<file path="config.mk">
export PLATFORM = sky130hd
export DESIGN_NAME = tmr_cc_bank
export DESIGN_NICKNAME = d
export VERILOG_FILES = /design/src/rtl/tmr_pkg.sv /design/src/rtl/tmr_slot.sv /design/src/rtl/tmr_chan.sv /design/src/rtl/tmr_vec.sv /design/src/rtl/tmr_cc_bank.sv
export SDC_FILE = /design/constraint.sdc
export NUM_CORES = 1
export LEC_CHECK = 0
export ABC_AREA = 1
export BUFFER_PORTS_ARGS = -buffer_cell sky130_fd_sc_hd__buf_2
export CAP_MARGIN = 20
export CORE_MARGIN = 5
export CORE_UTILIZATION = 45
export CTS_CLUSTER_DIAMETER = 200
export DETAILED_ROUTE_END_ITERATION = 12
export PLACE_DENSITY_LB_ADDON = 0.2
export SLEW_MARGIN = 20
export SYNTH_ARGS = -nofsm -noshare
export SYNTH_HDL_FRONTEND = slang
export SYNTH_SLANG_ARGS = --single-unit
</file>
<file path="constraint.sdc">
create_clock -name clk -period 1.8 [get_ports clk]
set_input_delay 0.09 -clock clk [delete_from_list [all_inputs] [get_ports clk]]
set_output_delay 0.09 -clock clk [all_outputs]
set_load 0.03 [all_outputs]
</file>
<file path="src/rtl/tmr_pkg.sv">
package tmr_pkg;
    typedef enum logic {
        SLOT_EMPTY = 1'b0,
        SLOT_FULL  = 1'b1
    } slot_t;

    localparam int B_FLAG = 0;
    localparam int B_OV   = 1;
    localparam int B_OUT  = 2;
    localparam int B_IN   = 3;
    localparam int B_IE   = 4;
    localparam int B_MODE = 8;
    localparam int B_EDGE = 9;
    localparam int B_SEL  = 12;
    localparam int CTL_MIN_W = 14;
endpackage

</file>
<file path="src/rtl/tmr_slot.sv">
module tmr_slot
    import tmr_pkg::*;
(
    input  logic clk,
    input  logic rst_n,
    input  logic cap_ev,
    input  logic rd,
    output logic ov_hit
);
    slot_t state_q;
    slot_t state_d;

    always_comb begin
        state_d = state_q;
        unique case (state_q)
            SLOT_EMPTY: if (cap_ev) state_d = SLOT_FULL;
            SLOT_FULL: begin
                if (cap_ev)  state_d = SLOT_FULL;
                else if (rd) state_d = SLOT_EMPTY;
            end
            default: state_d = SLOT_EMPTY;
        endcase
    end

    always_ff @(posedge clk or negedge rst_n) begin
        if (!rst_n) state_q <= SLOT_EMPTY;
        else        state_q <= state_d;
    end

    always_comb begin
        ov_hit = 1'b0;
        unique case (state_q)
            SLOT_EMPTY: ov_hit = 1'b0;
            SLOT_FULL:  ov_hit = cap_ev & ~rd;
            default:    ov_hit = 1'b0;
        endcase
    end
endmodule

</file>
<file path="src/rtl/tmr_chan.sv">
module tmr_chan
    import tmr_pkg::*;
#(
    parameter int CW = 16
) (
    input  logic          clk,
    input  logic          rst_n,
    input  logic [CW-1:0] count,
    input  logic          in_a,
    input  logic          in_b,
    input  logic          wr_ctl,
    input  logic          wr_ccr,
    input  logic          rd_ccr,
    input  logic [CW-1:0] wdata,
    input  logic          auto_clr,
    output logic          flag_o,
    output logic          ov_o,
    output logic          ie_o,
    output logic          capm_o,
    output logic          outv_o,
    output logic          event_o,
    output logic [CW-1:0] ccr_o,
    output logic [CW-1:0] ctl_o
);
    logic          flag_q, ov_q, outv_q, ie_q, capm_q, prev_q;
    logic [1:0]    edge_q, insel_q;
    logic [CW-1:0] ccr_q;
    logic          sel_in, rise, fall, cap_ev, cmp_ev, hw_ev, ov_hit;

    always_comb begin
        unique case (insel_q)
            2'b00:   sel_in = in_a;
            2'b01:   sel_in = in_b;
            2'b10:   sel_in = 1'b0;
            default: sel_in = 1'b1;
        endcase
    end

    assign rise   = sel_in & ~prev_q;
    assign fall   = ~sel_in & prev_q;
    assign cap_ev = capm_q & ((edge_q[0] & rise) | (edge_q[1] & fall));
    assign cmp_ev = ~capm_q & (count == ccr_q);
    assign hw_ev  = cap_ev | cmp_ev;

    tmr_slot u_slot (
        .clk    (clk),
        .rst_n  (rst_n),
        .cap_ev (cap_ev),
        .rd     (rd_ccr),
        .ov_hit (ov_hit)
    );

    always_ff @(posedge clk or negedge rst_n) begin
        if (!rst_n) begin
            flag_q  <= 1'b0;
            ov_q    <= 1'b0;
            outv_q  <= 1'b0;
            ie_q    <= 1'b0;
            capm_q  <= 1'b0;
            edge_q  <= 2'b00;
            insel_q <= 2'b00;
            prev_q  <= 1'b0;
            ccr_q   <= '0;
        end else begin
            prev_q <= sel_in;
            if (wr_ctl) begin
                outv_q  <= wdata[B_OUT];
                ie_q    <= wdata[B_IE];
                capm_q  <= wdata[B_MODE];
                edge_q  <= wdata[B_EDGE+1:B_EDGE];
                insel_q <= wdata[B_SEL+1:B_SEL];
            end
            if (hw_ev)         flag_q <= 1'b1;
            else if (wr_ctl)   flag_q <= wdata[B_FLAG];
            else if (auto_clr) flag_q <= 1'b0;
            if (ov_hit)        ov_q <= 1'b1;
            else if (wr_ctl)   ov_q <= wdata[B_OV];
            if (cap_ev)        ccr_q <= count;
            else if (wr_ccr)   ccr_q <= wdata;
        end
    end

    always_comb begin
        ctl_o = '0;
        ctl_o[B_FLAG] = flag_q;
        ctl_o[B_OV]   = ov_q;
        ctl_o[B_OUT]  = outv_q;
        ctl_o[B_IN]   = sel_in;
        ctl_o[B_IE]   = ie_q;
        ctl_o[B_MODE] = capm_q;
        ctl_o[B_EDGE+1:B_EDGE] = edge_q;
        ctl_o[B_SEL+1:B_SEL]   = insel_q;
    end

    assign flag_o  = flag_q;
    assign ov_o    = ov_q;
    assign ie_o    = ie_q;
    assign capm_o  = capm_q;
    assign outv_o  = outv_q;
    assign event_o = hw_ev;
    assign ccr_o   = ccr_q;
endmodule

</file>
<file path="src/rtl/tmr_vec.sv">
module tmr_vec #(
    parameter int NCH = 3,
    parameter int VW  = 3
) (
    input  logic [NCH-1:0] pend,
    input  logic           vec_rd,
    output logic [VW-1:0]  code,
    output logic [NCH-1:0] clr
);
    always_comb begin
        code = '0;
        clr  = '0;
        for (int i = NCH - 1; i >= 1; i--) begin
            if (pend[i]) begin
                code = VW'(2 * i);
                clr  = '0;
                clr[i] = vec_rd;
            end
        end
    end
endmodule

</file>
<file path="src/rtl/tmr_cc_bank.sv">
module tmr_cc_bank
    import tmr_pkg::*;
#(
    parameter int NCH = 3,
    parameter int CW  = 16,
    localparam int CHW = (NCH > 1) ? $clog2(NCH) : 1,
    localparam int VW  = $clog2(NCH) + 1
) (
    input  logic           clk,
    input  logic           rst_n,
    input  logic [CW-1:0]  count,
    input  logic [NCH-1:0] in_a,
    input  logic [NCH-1:0] in_b,
    input  logic           gie,
    input  logic [CHW-1:0] ch_sel,
    input  logic           wr_ctl,
    input  logic           wr_ccr,
    input  logic           rd_ccr,
    input  logic [CW-1:0]  wdata,
    input  logic           irq_ack0,
    input  logic           vec_rd,
    output logic [CW-1:0]  ctl_rdata,
    output logic [CW-1:0]  ccr_rdata,
    output logic           irq0,
    output logic           irq_vec,
    output logic [VW-1:0]  vec_code,
    output logic [NCH-1:0] out_pin
);
    logic [NCH-1:0] flag_v, ov_v, ie_v, capm_v, ev_v, pend_v, vclr_v, aclr_v;
    logic [CW-1:0]  ccr_a [NCH];
    logic [CW-1:0]  ctl_a [NCH];

    initial begin
        if (CW < CTL_MIN_W) $error("CW too small for control word");
    end

    for (genvar i = 0; i < NCH; i++) begin : g_ch
        logic hit;
        assign hit = (ch_sel == CHW'(i));
        if (i == 0) begin : g_zero
            assign aclr_v[i] = irq_ack0;
            assign pend_v[i] = 1'b0;
        end else begin : g_shared
            assign aclr_v[i] = vclr_v[i];
            assign pend_v[i] = flag_v[i] & ie_v[i];
        end
        tmr_chan #(.CW(CW)) u_chan (
            .clk      (clk),
            .rst_n    (rst_n),
            .count    (count),
            .in_a     (in_a[i]),
            .in_b     (in_b[i]),
            .wr_ctl   (wr_ctl & hit),
            .wr_ccr   (wr_ccr & hit),
            .rd_ccr   (rd_ccr & hit),
            .wdata    (wdata),
            .auto_clr (aclr_v[i]),
            .flag_o   (flag_v[i]),
            .ov_o     (ov_v[i]),
            .ie_o     (ie_v[i]),
            .capm_o   (capm_v[i]),
            .outv_o   (out_pin[i]),
            .event_o  (ev_v[i]),
            .ccr_o    (ccr_a[i]),
            .ctl_o    (ctl_a[i])
        );
    end

    tmr_vec #(.NCH(NCH), .VW(VW)) u_vec (
        .pend   (pend_v),
        .vec_rd (vec_rd),
        .code   (vec_code),
        .clr    (vclr_v)
    );

    always_comb begin
        ctl_rdata = '0;
        ccr_rdata = '0;
        for (int i = 0; i < NCH; i++) begin
            if (ch_sel == CHW'(i)) begin
                ctl_rdata = ctl_a[i];
                ccr_rdata = ccr_a[i];
            end
        end
    end

    assign irq0    = flag_v[0] & ie_v[0] & gie;
    assign irq_vec = gie & (|pend_v);
endmodule

</file>
==> impl_metrics.tcl, run 1 <==
set metrics [dict create \
    crit_type "register to output pin" \
    dp.cells 1054 \
    htree_levels 3 \
    holdWs_ns 0.07055 \
    clk_latency_ns 0.35 \
    synth_top_area_share_pct 36.97 \
    rsz0062_at_grt "false" \
    finalSetupViolations 0 \
    area_growth_syn_to_layout_pct 17.18 \
    period_share_pct 89.39 \
    synth_edf_count 0 \
    route.antenna.remaining_nets 0 \
    portBuffers 80 \
    drt_iter0_drc 510 \
    hold_start "wdata[5]" \
    critPathArrivalTime_ns 1.52 \
    timing.final.crit_period_ns 1.609 \
    cp_max_fo 3 \
    ys_types 26 \
    initial_core_util_pct 45.84 \
    whs_endpoint "g_ch[0].u_chan.ccr_o[5]$_DFFE_PN0P_" \
    path_cells "inv_1 -> nand2_1 -> nand2_1 -> nand2_1 -> inv_1 -> nand2_1 -> o221ai_1 -> buf_2" \
    antenna_found_initial 0 \
    pre_cts_slack_ns 0.1543 \
    fmax_ghz 0.6215 \
    synth_ff_type "dfrtp_1" \
    cts_tree "yes" \
    path_delay_family "buffers and inverters" \
    drv_slew 0 \
    setup.worst_path.start_class "register" \
    reg2regPathDepth 9 \
    nNetsFinal 968 \
    die-height_um 120.4 \
    wl_mm 18.65 \
    powerDensity_nw_per_um2 1360 \
    grt_use_met1_pct 35.70 \
    drt_first_pass_iters 6 \
    post_drt_wl_per_cell_um 17.40 \
    fin_skew_ns 0.006010 \
    path_clk_slew_ns 0.06 \
    placed_cell_area_um2 6052 \
    status "completed" \
    slowest_stage "dfrtp_1" \
    hpwl_mm 13.07 \
    hold_depth 5 \
    finalHoldViolations 0 \
    r2r-end "g_ch[0].u_chan.ccr_o[15]$_DFFE_PN0P_" \
    fin_tns_setup_ns 0 \
    cp_num_buf_inv 3 \
    worstReg2RegStart "g_ch[0].u_chan.insel_q[1]$_DFFE_PN0P_" \
    grt_start_max_net_pins 37 \
    grt_remaining_overflow 0 \
    die-area_um2 14490 \
    cp_common_cell "nand2_1" \
    cts_root_buf "clkbuf_16" \
    grt_pass1_vias 5513 \
    drc 0 \
    vias 5827 \
    core_um2 11960 \
    busiest_layer "met2" \
    met3_usage_pct 3.321 \
    syn_area_um2 5483 \
    cts_buffer_depth 2 \
    final_area_um2 6425 \
    seq_area_frac_synth_pct 36.97 \
    vdd_drop_max_mv 0.7717 \
    setup_ws_ns 0.1910 \
    cts_sinks 81 \
    rows 40 \
    synth_seq_cells 81 \
    stdcell_count 1072 \
    ys_async_sr_fraction_pct 100.0 \
    synth_common_cells "nand2_1, dfrtp_1, inv_1" \
    end_kind "output pin" \
    ios 88 \
    grt_use_met2_pct 41.81 \
    r2r_slack_ns 0.22 \
    die_x_um 120.4 \
    diodes 0 \
    syn-instance-count 840 \
    worstPathRequired_ns 1.71 \
    drive_gt1_share_pct 15.78 \
    cp_slowest_stage_delay_ns 0.39 \
    synth_area_leader_cell "dfrtp_1" \
    grt_pass1_wl_mm 29.33 \
    synth.area.top_cells "dfrtp_1, nand2_1, nand3_1, nand4_1, inv_1" \
    p_leak_nw 3.603 \
    synth_most_common_cell "nand2_1" \
    grt_usage_pct 25.91 \
    viasPerCell 5.436 \
    cts_made_buffers 9 \
    hold_class "primary input to register" \
    yosysWarnings 0 \
    gp_congestion 0.9060 \
    avgSynthCellArea_um2 6.527 \
    cap_violations 0 \
]
-- cell families (layout without fill, tap and decap cells) --
group / count (synthesis) / in the layout / synth area share [%]
XOR/XNOR: 13 / 13 / 2.077
AO/OA/AOI/OAI: 54 / 54 / 6.116
buffers and inverters: 133 / 211 / 10.84
other: 1 / 7 / 0.06840
multiplexers: 1 / 1 / 0.1826
AND/OR/NAND/NOR: 557 / 558 / 43.75
flip-flops: 81 / 81 / 36.97
-- worst max path at each step --
stage                     slack [ns]                                   end  cells past startpoint                                   from
after global routing            0.08                          ctl_rdata[3]                      8  g_ch[1].u_chan.insel_q[1]$_DFFE_PN0P_
after floorplan                 0.51   g_ch[1].u_chan.ccr_o[4]$_DFFE_PN0P_                      9  g_ch[1].u_chan.insel_q[1]$_DFFE_PN0P_
after detailed placement        0.15  g_ch[0].u_chan.ccr_o[11]$_DFFE_PN0P_                      8  g_ch[0].u_chan.insel_q[1]$_DFFE_PN0P_
after global placement          0.22   g_ch[0].u_chan.ccr_o[5]$_DFFE_PN0P_                      8  g_ch[0].u_chan.insel_q[1]$_DFFE_PN0P_
final                           0.19                          ctl_rdata[3]                      8  g_ch[1].u_chan.insel_q[1]$_DFFE_PN0P_
after CTS                       0.14  g_ch[0].u_chan.ccr_o[15]$_DFFE_PN0P_                      9  g_ch[0].u_chan.insel_q[1]$_DFFE_PN0P_
-- through the flow --
step	utilization, %	total power, mW
2_1_floorplan	-	5.464
3_3_place_gp	50.60	6.462
3_5_place_dp	50.60	6.499
4_1_cts	53.57	8.700
5_1_grt	53.71	9.303
6_report	53.71	8.739
-- cell type report --
class / count / area, um^2
Multi-Input combinational cell: 633 / 2902
Inverter: 87 / 326.6
Clock inverter: 5 / 102.6
Fill cell: 1228 / 5537
Clock buffer: 11 / 242.7
Timing Repair Buffer: 108 / 640.6
Sequential cell: 81 / 2027
Tap cell: 147 / 183.9
-- registers in the layout, indices dropped and copies added, names as in the netlist --
name	count
g_ch.u_chan.capm_o	3
g_ch.u_chan.flag_o	3
g_ch.u_chan.ccr_o	48
g_ch.u_chan.insel_q	6
g_ch.u_chan.u_slot.state_q	3
g_ch.u_chan.edge_q	6
g_ch.u_chan.ov_o	3
g_ch.u_chan.outv_o	3
g_ch.u_chan.ie_o	3
g_ch.u_chan.prev_q	3
-- layer usage --
| layer | share of wire, % | wire (um) |
|---|---|---|
| met2 | 47 | 8704 |
| met4 | 2.9 | 537 |
| met3 | 8.1 | 1507 |
| met1 | 42 | 7899 |
| met5 | 0 | 0 |
-- layout by cell type, fill, tap and decap left out, types with 3 or more instances in the layout --
cell	n
a21oi_1	4
buf_2	79
buf_4	26
bufinv_16	3
clkbuf_16	9
conb_1	7
dfrtp_1	81
inv_1	79
inv_2	7
nand2_1	390
nand2_2	5
nand3_1	65
nand3_2	4
nand3_4	3
nand4_1	51
nor2_1	34
nor2_4	4
o21ai_0	28
o21ai_1	4
o221ai_1	16
xnor2_1	13
-- timing repair --
item                                    4_1_cts  5_1_grt
endpoints found under the setup margin        0        7
setup buffers                                 0        0
gates resized for setup                       0        1
endpoints found under the hold margin        28        0
hold buffers                                  1        0
-- tightest hold or removal path, delay by kind of cell --
| family | cells | cell delay, ns |
|---|---|---|
| and+or+nand+nor | 4 | 0.19 |
| buffers and inverters | 1 | 0.10 |
-- where the power goes --
group,internal [mW],switching [mW],leakage [nW]
Combinational,1.18,2.23,2.47
Sequential,2.50,0.641,0.971
Clock,1.39,0.798,0.166
Power figures use the tool's default switching activity.
==> inputs of run 2 (changes only) <==
Settings changed: ABC_AREA 1 to unset.
==> impl_metrics.tcl, run 2 <==
set metrics [dict create \
    die-height_um 114.7 \
    avgSynthCellArea_um2 9.828 \
    synth_compound_area_share_pct 11.21 \
    synth_top_area_share_pct 41.09 \
    synth_ff_type "dfrtp_1" \
    worstPathRequired_ns 2.08 \
    drt_iter0_drc 171 \
    htree_levels 3 \
    status "completed" \
    cp_num_buf_inv 2 \
    die_x_um 114.7 \
    synthSimpleGateAreaFrac_pct 12.58 \
    clk_latency_ns 0.36 \
    vdd_drop_max_mv 0.6120 \
    hpwl_mm 9.556 \
    cap_violations 0 \
    core_um2 10790 \
    rsz0062_at_grt "true" \
    syn-instance-count 502 \
    ios 88 \
    synth.area.top_cells "dfrtp_1, mux2i_1, xor2_1, mux2_2, a21oi_1" \
    placed_cell_area_um2 5431 \
    ys_async_sr_fraction_pct 100.0 \
    post_drt_wl_per_cell_um 18.92 \
    cts_made_buffers 9 \
    final_cell_mix "dfrtp_1, buf_2, mux2i_1" \
    yosysWarnings 0 \
    seq_area_frac_synth_pct 41.09 \
    layout_commonest_cell "dfrtp_1" \
    holdWs_ns 0.03608 \
    synth_area_leader_cell "dfrtp_1" \
    die-area_um2 13160 \
    drive_gt1_share_pct 29.24 \
    diodes 0 \
    cp_slowest_stage_delay_ns 0.40 \
    relSlewSlack_pct 60.93 \
    vias 3859 \
    fin_skew_ns 0.01376 \
    cts_sinks 81 \
    synth_most_common_cell "dfrtp_1" \
    drt_first_pass_iters 4 \
    path_delay_family "simple AND/OR/NAND/NOR gates" \
    crit_type "register to register" \
    cts_buffer_depth 2 \
    grt_remaining_overflow 0 \
    portBuffers 80 \
    setup.worst_path.start_class "register" \
    rows 38 \
    grt_pass1_wl_mm 21.12 \
    path_cells "or3b_4 -> buf_4 -> and4_4 -> o21ai_4 -> buf_12 -> nor2_1 -> a21oi_1" \
    hold_class "primary input to register" \
    end_kind "register" \
    powerDensity_nw_per_um2 1383 \
    period_share_pct 98.50 \
    tightest_slew_ns 0.5861 \
    largest_reg_flops 48 \
    wl_mm 13.59 \
    viasPerCell 5.375 \
    synth_edf_count 0 \
    timing.final.crit_period_ns 1.773 \
    critPathArrivalTime_ns 2.05 \
    p_leak_nw 2.747 \
    grt_usage_pct 20.90 \
    synth_common_cells "dfrtp_1, mux2i_1, nor2_1" \
    gp_congestion 0.8278 \
    cts_tree "yes" \
    synth_fa_ha_area_share_pct 0 \
    antenna_found_initial 0 \
    fin_tns_setup_ns 0 \
    nNetsFinal 621 \
    path_clk_slew_ns 0.09 \
    grt_pass1_vias 3891 \
    synth_seq_cells 81 \
    area_growth_syn_to_layout_pct 16.38 \
    total_power_mw 7.940 \
    slowest_stage "dfrtp_1" \
    syn_area_um2 4933 \
    cp_max_fo 35 \
    finalHoldViolations 0 \
    cts_root_buf "clkbuf_8" \
    finalSetupViolations 0 \
    grt_start_max_net_pins 42 \
    muxShareOfSynthArea_pct 20.21 \
    initial_core_util_pct 45.71 \
    synth_xor_xnor_area_share_pct 8.521 \
    final_area_um2 5742 \
    drv_slew 0 \
    drc 0 \
    synth_top_family_by_area "multiplexers" \
    ys_types 37 \
    fmax_ghz 0.5640 \
    route.antenna.remaining_nets 0 \
]
run 2: report_power, final:
part           internal, mW  leakage [nW]  switching, mW
Combinational          1.33          1.70           1.79
Sequential             2.56         0.933          0.663
Clock                 0.924         0.118          0.678
Total                  4.81          2.75           3.13
run 2: path summary, 6_finish.rpt:
path	slack, ns	cells after the start	endpoint	from
min	0.04	4	g_ch[2].u_chan.u_slot.state_q$_DFF_PN0_	rd_ccr
max in group asynchronous	0.84	3	g_ch[0].u_chan.ccr_o[8]$_DFFE_PN0P_	rst_n
max	0.03	7	g_ch[0].u_chan.ccr_o[2]$_DFFE_PN0P_	g_ch[0].u_chan.insel_q[1]$_DFFE_PN0P_
min in group asynchronous	0.28	2	g_ch[0].u_chan.insel_q[0]$_DFFE_PN0P_	rst_n
min reg2reg	0.48	2	g_ch[2].u_chan.u_slot.state_q$_DFF_PN0_	g_ch[2].u_chan.u_slot.state_q$_DFF_PN0_
max reg2reg	0.03	7	g_ch[0].u_chan.ccr_o[2]$_DFFE_PN0P_	g_ch[0].u_chan.insel_q[1]$_DFFE_PN0P_
run 2: per-stage QoR:
| stage | std cells | utilization (%) | setup WS, ns |
|---|---|---|---|
| after floorplan | 508 | - | 0.2008 |
| after global placement | 696 | 50.32 | 0.1452 |
| after detailed placement | 696 | 50.32 | 0.09132 |
| after CTS | 716 | 52.89 | 0.002125 |
| after global routing | 718 | 53.20 | -0.06712 |
| final | 718 | 53.20 | 0.02703 |
run 2: cells by family after synthesis:
family	after synthesis
xor+xnor	48
flops	81
compound gates	92
buf+inv	50
simple gates	133
other cells	1
mux	97
run 2: final cells by class:
type / count / area, um^2
Clock buffer: 11 / 131.4
Clock inverter: 5 / 103.9
Inverter: 1 / 3.754
Tap cell: 140 / 175.2
Sequential cell: 81 / 2027
Timing Repair Buffer: 103 / 655.6
Multi-Input combinational cell: 377 / 2645
Fill cell: 999 / 5051
run 2: worst min-delay path: cells and delay by family:
kind / cells / cell delay (ns)
AND/OR/NAND/NOR: 3 / 0.17
buffers and inverters: 1 / 0.10
run 2: routing by layer:
layer  track usage, %  wire length [um]
met3            3.964               696
met4            4.382               139
met1            28.89              6225
met2            34.46              6523
met5                0                 0
run 2: what timing repair did:
| action | CTS | global route |
|---|---|---|
| endpoints found under the setup margin | 1 | 20 |
| hold buffers | 1 | 0 |
| pin swaps | 2 | 6 |
| resized for setup | 4 | 6 |
| buffers inserted | 3 | 2 |
| endpoints found under the hold margin | 39 | 0 |
==> inputs of run 3 (changes only) <==
Settings changed: CORE_ASPECT_RATIO set to 0.8, CORE_UTILIZATION 45 to 30, SETUP_SLACK_MARGIN set to 0.15.
==> impl_metrics.tcl, run 3 (synthesis results as in run 2) <==
set metrics [dict create \
    status "completed" \
    power.switching_mw 3.708 \
    clkPwrFrac_pct 19.0 \
    portBuffers 80 \
    grt_pass1_wl_mm 24.64 \
    core_um2 16340 \
    end_kind "output pin" \
    tightest_slew_ns 0.5113 \
    drive_gt1_share_pct 44.17 \
    cts_buffer_depth 2 \
    cp_max_fo 4 \
    powerDensity_nw_per_um2 1341 \
    gp_congestion 0.8212 \
    finalSetupViolations 0 \
    cp_slowest_stage_delay_ns 0.43 \
    rsz0062_at_grt "true" \
    placed_cell_area_um2 5589 \
    final_cell_mix "dfrtp_1, buf_2, mux2i_1" \
    clk_latency_ns 0.34 \
    vias 4171 \
    drv_slew 0 \
    cts_made_buffers 9 \
    timing.final.crit_period_ns 1.778 \
    relSlewSlack_pct 65.83 \
    p_int_mw 5.344 \
    combinationalPowerShare_pct 45.0 \
    fin_skew_ns 0.006903 \
    grt_pass1_vias 4166 \
    critPathArrivalTime_ns 1.69 \
    vdd_drop_max_mv 0.5357 \
    layout_commonest_cell "dfrtp_1" \
    drt_first_pass_iters 4 \
    cap_violations 0 \
    area_growth_syn_to_layout_pct 36.77 \
    die-area_um2 19130 \
    diodes 0 \
    path_clk_slew_ns 0.06 \
    wl_mm 17.39 \
    cts_sinks 81 \
    post_drt_wl_per_cell_um 21.20 \
    drt_iter0_drc 214 \
    ios 88 \
    drc 0 \
    rows 42 \
    crit_type "register to output pin" \
    grt_usage_pct 16.41 \
    cts_root_buf "clkbuf_16" \
    path_cells "or3b_4 -> a21oi_2 -> a21oi_2 -> o2bb2ai_2 -> buf_6" \
    htree_levels 3 \
    finalHoldViolations 0 \
    cts_tree "yes" \
    stdcell_count 820 \
    fin_tns_setup_ns 0 \
    holdWs_ns 0.02344 \
    viasPerCell 5.087 \
    die_x_um 153.4 \
    nNetsFinal 645 \
    cp_common_cell "a21oi_2" \
    grt_start_max_net_pins 43 \
    period_share_pct 98.80 \
    p_leak_nw 3.036 \
    grt_remaining_overflow 0 \
    pre_cts_slack_ns 0.07013 \
    worstPathRequired_ns 1.71 \
    slowest_stage "or3b_4" \
    route.antenna.remaining_nets 0 \
    setup_ws_ns 0.02162 \
    setup.worst_path.start_class "register" \
    swShare_pct 40.96 \
    largest_reg_flops 48 \
    dp.cells 782 \
    fmax_ghz 0.5623 \
    pwr-share-seq_pct 35.9 \
    hpwl_mm 11.31 \
    hold_class "primary input to register" \
    antenna_found_initial 0 \
    final_area_um2 6748 \
    initial_core_util_pct 30.19 \
    die-height_um 124.7 \
]
## run 3: path summary, 6_finish.rpt
path | start | to | slack, ns | depth (start not counted)
worst max-delay path | g_ch[0].u_chan.insel_q[1]$_DFFE_PN0P_ | ctl_rdata[3] | 0.02 | 5
max in group asynchronous | rst_n | g_ch[1].u_chan.edge_q[0]$_DFFE_PN0P_ | 1.02 | 3
worst min register to register | g_ch[0].u_chan.u_slot.state_q$_DFF_PN0_ | g_ch[0].u_chan.u_slot.state_q$_DFF_PN0_ | 0.50 | 2
worst max register to register | g_ch[2].u_chan.insel_q[1]$_DFFE_PN0P_ | g_ch[2].u_chan.ccr_o[9]$_DFFE_PN0P_ | 0.04 | 8
worst min-delay path | in_b[0] | g_ch[0].u_chan.prev_q$_DFF_PN0_ | 0.02 | 3
min in group asynchronous | rst_n | g_ch[2].u_chan.ccr_o[15]$_DFFE_PN0P_ | 0.22 | 2
## run 3: critical path, delay by kind of cell (launching register included)
family,cells,cell delay [ns]
and+or+nand+nor,1,0.43
AOI/OAI and AO/OA,3,0.37
DFF,1,0.40
buffers and inverters,1,0.15
## run 3: cell type report
cell class / instances / area, um^2
Inverter: 1 / 3.754
Clock buffer: 14 / 264.0
Tap cell: 220 / 275.3
Multi-Input combinational cell: 377 / 3087
Fill cell: 1632 / 9595
Timing Repair Buffer: 127 / 1091
Sequential cell: 81 / 2027
## run 3: layer usage
layer / vias to the layer above / share of wire (%) / track usage, %
met2: 122 / 44 / 24.47
met3: 18 / 5.4 / 3.508
met4: 0 / 1.3 / 3.375
li1: 1908 / - / -
met1: 2123 / 49 / 24.47
met5: - / 0 / 0
## run 3: stage by stage
step | power [mW] | util [%]
2_1_floorplan | 5.419 | -
6_report | 9.052 | 41.29
3_3_place_gp | 6.386 | 34.20
5_1_grt | 9.627 | 41.29
3_5_place_dp | 6.475 | 34.20
4_1_cts | 8.253 | 36.15
## run 3: what timing repair did
action / in CTS / in global routing
gates cloned: 0 / 12
resized for setup: 9 / 127
hold buffers: 1 / 0
setup endpoints to repair: 47 / 56
setup buffers: 2 / 9
endpoints found under the hold margin: 23 / 0
pin swaps: 3 / 15
## run 3: power groups by stage
stage	clock [mW]	combinational (mW)	sequential (mW)
3_3_place_gp	0	3.15	3.24
2_1_floorplan	0	2.33	3.09
5_1_grt	1.83	4.43	3.37
4_1_cts	1.76	3.25	3.25
6_report	1.72	4.08	3.25
3_5_place_dp	0	3.19	3.28
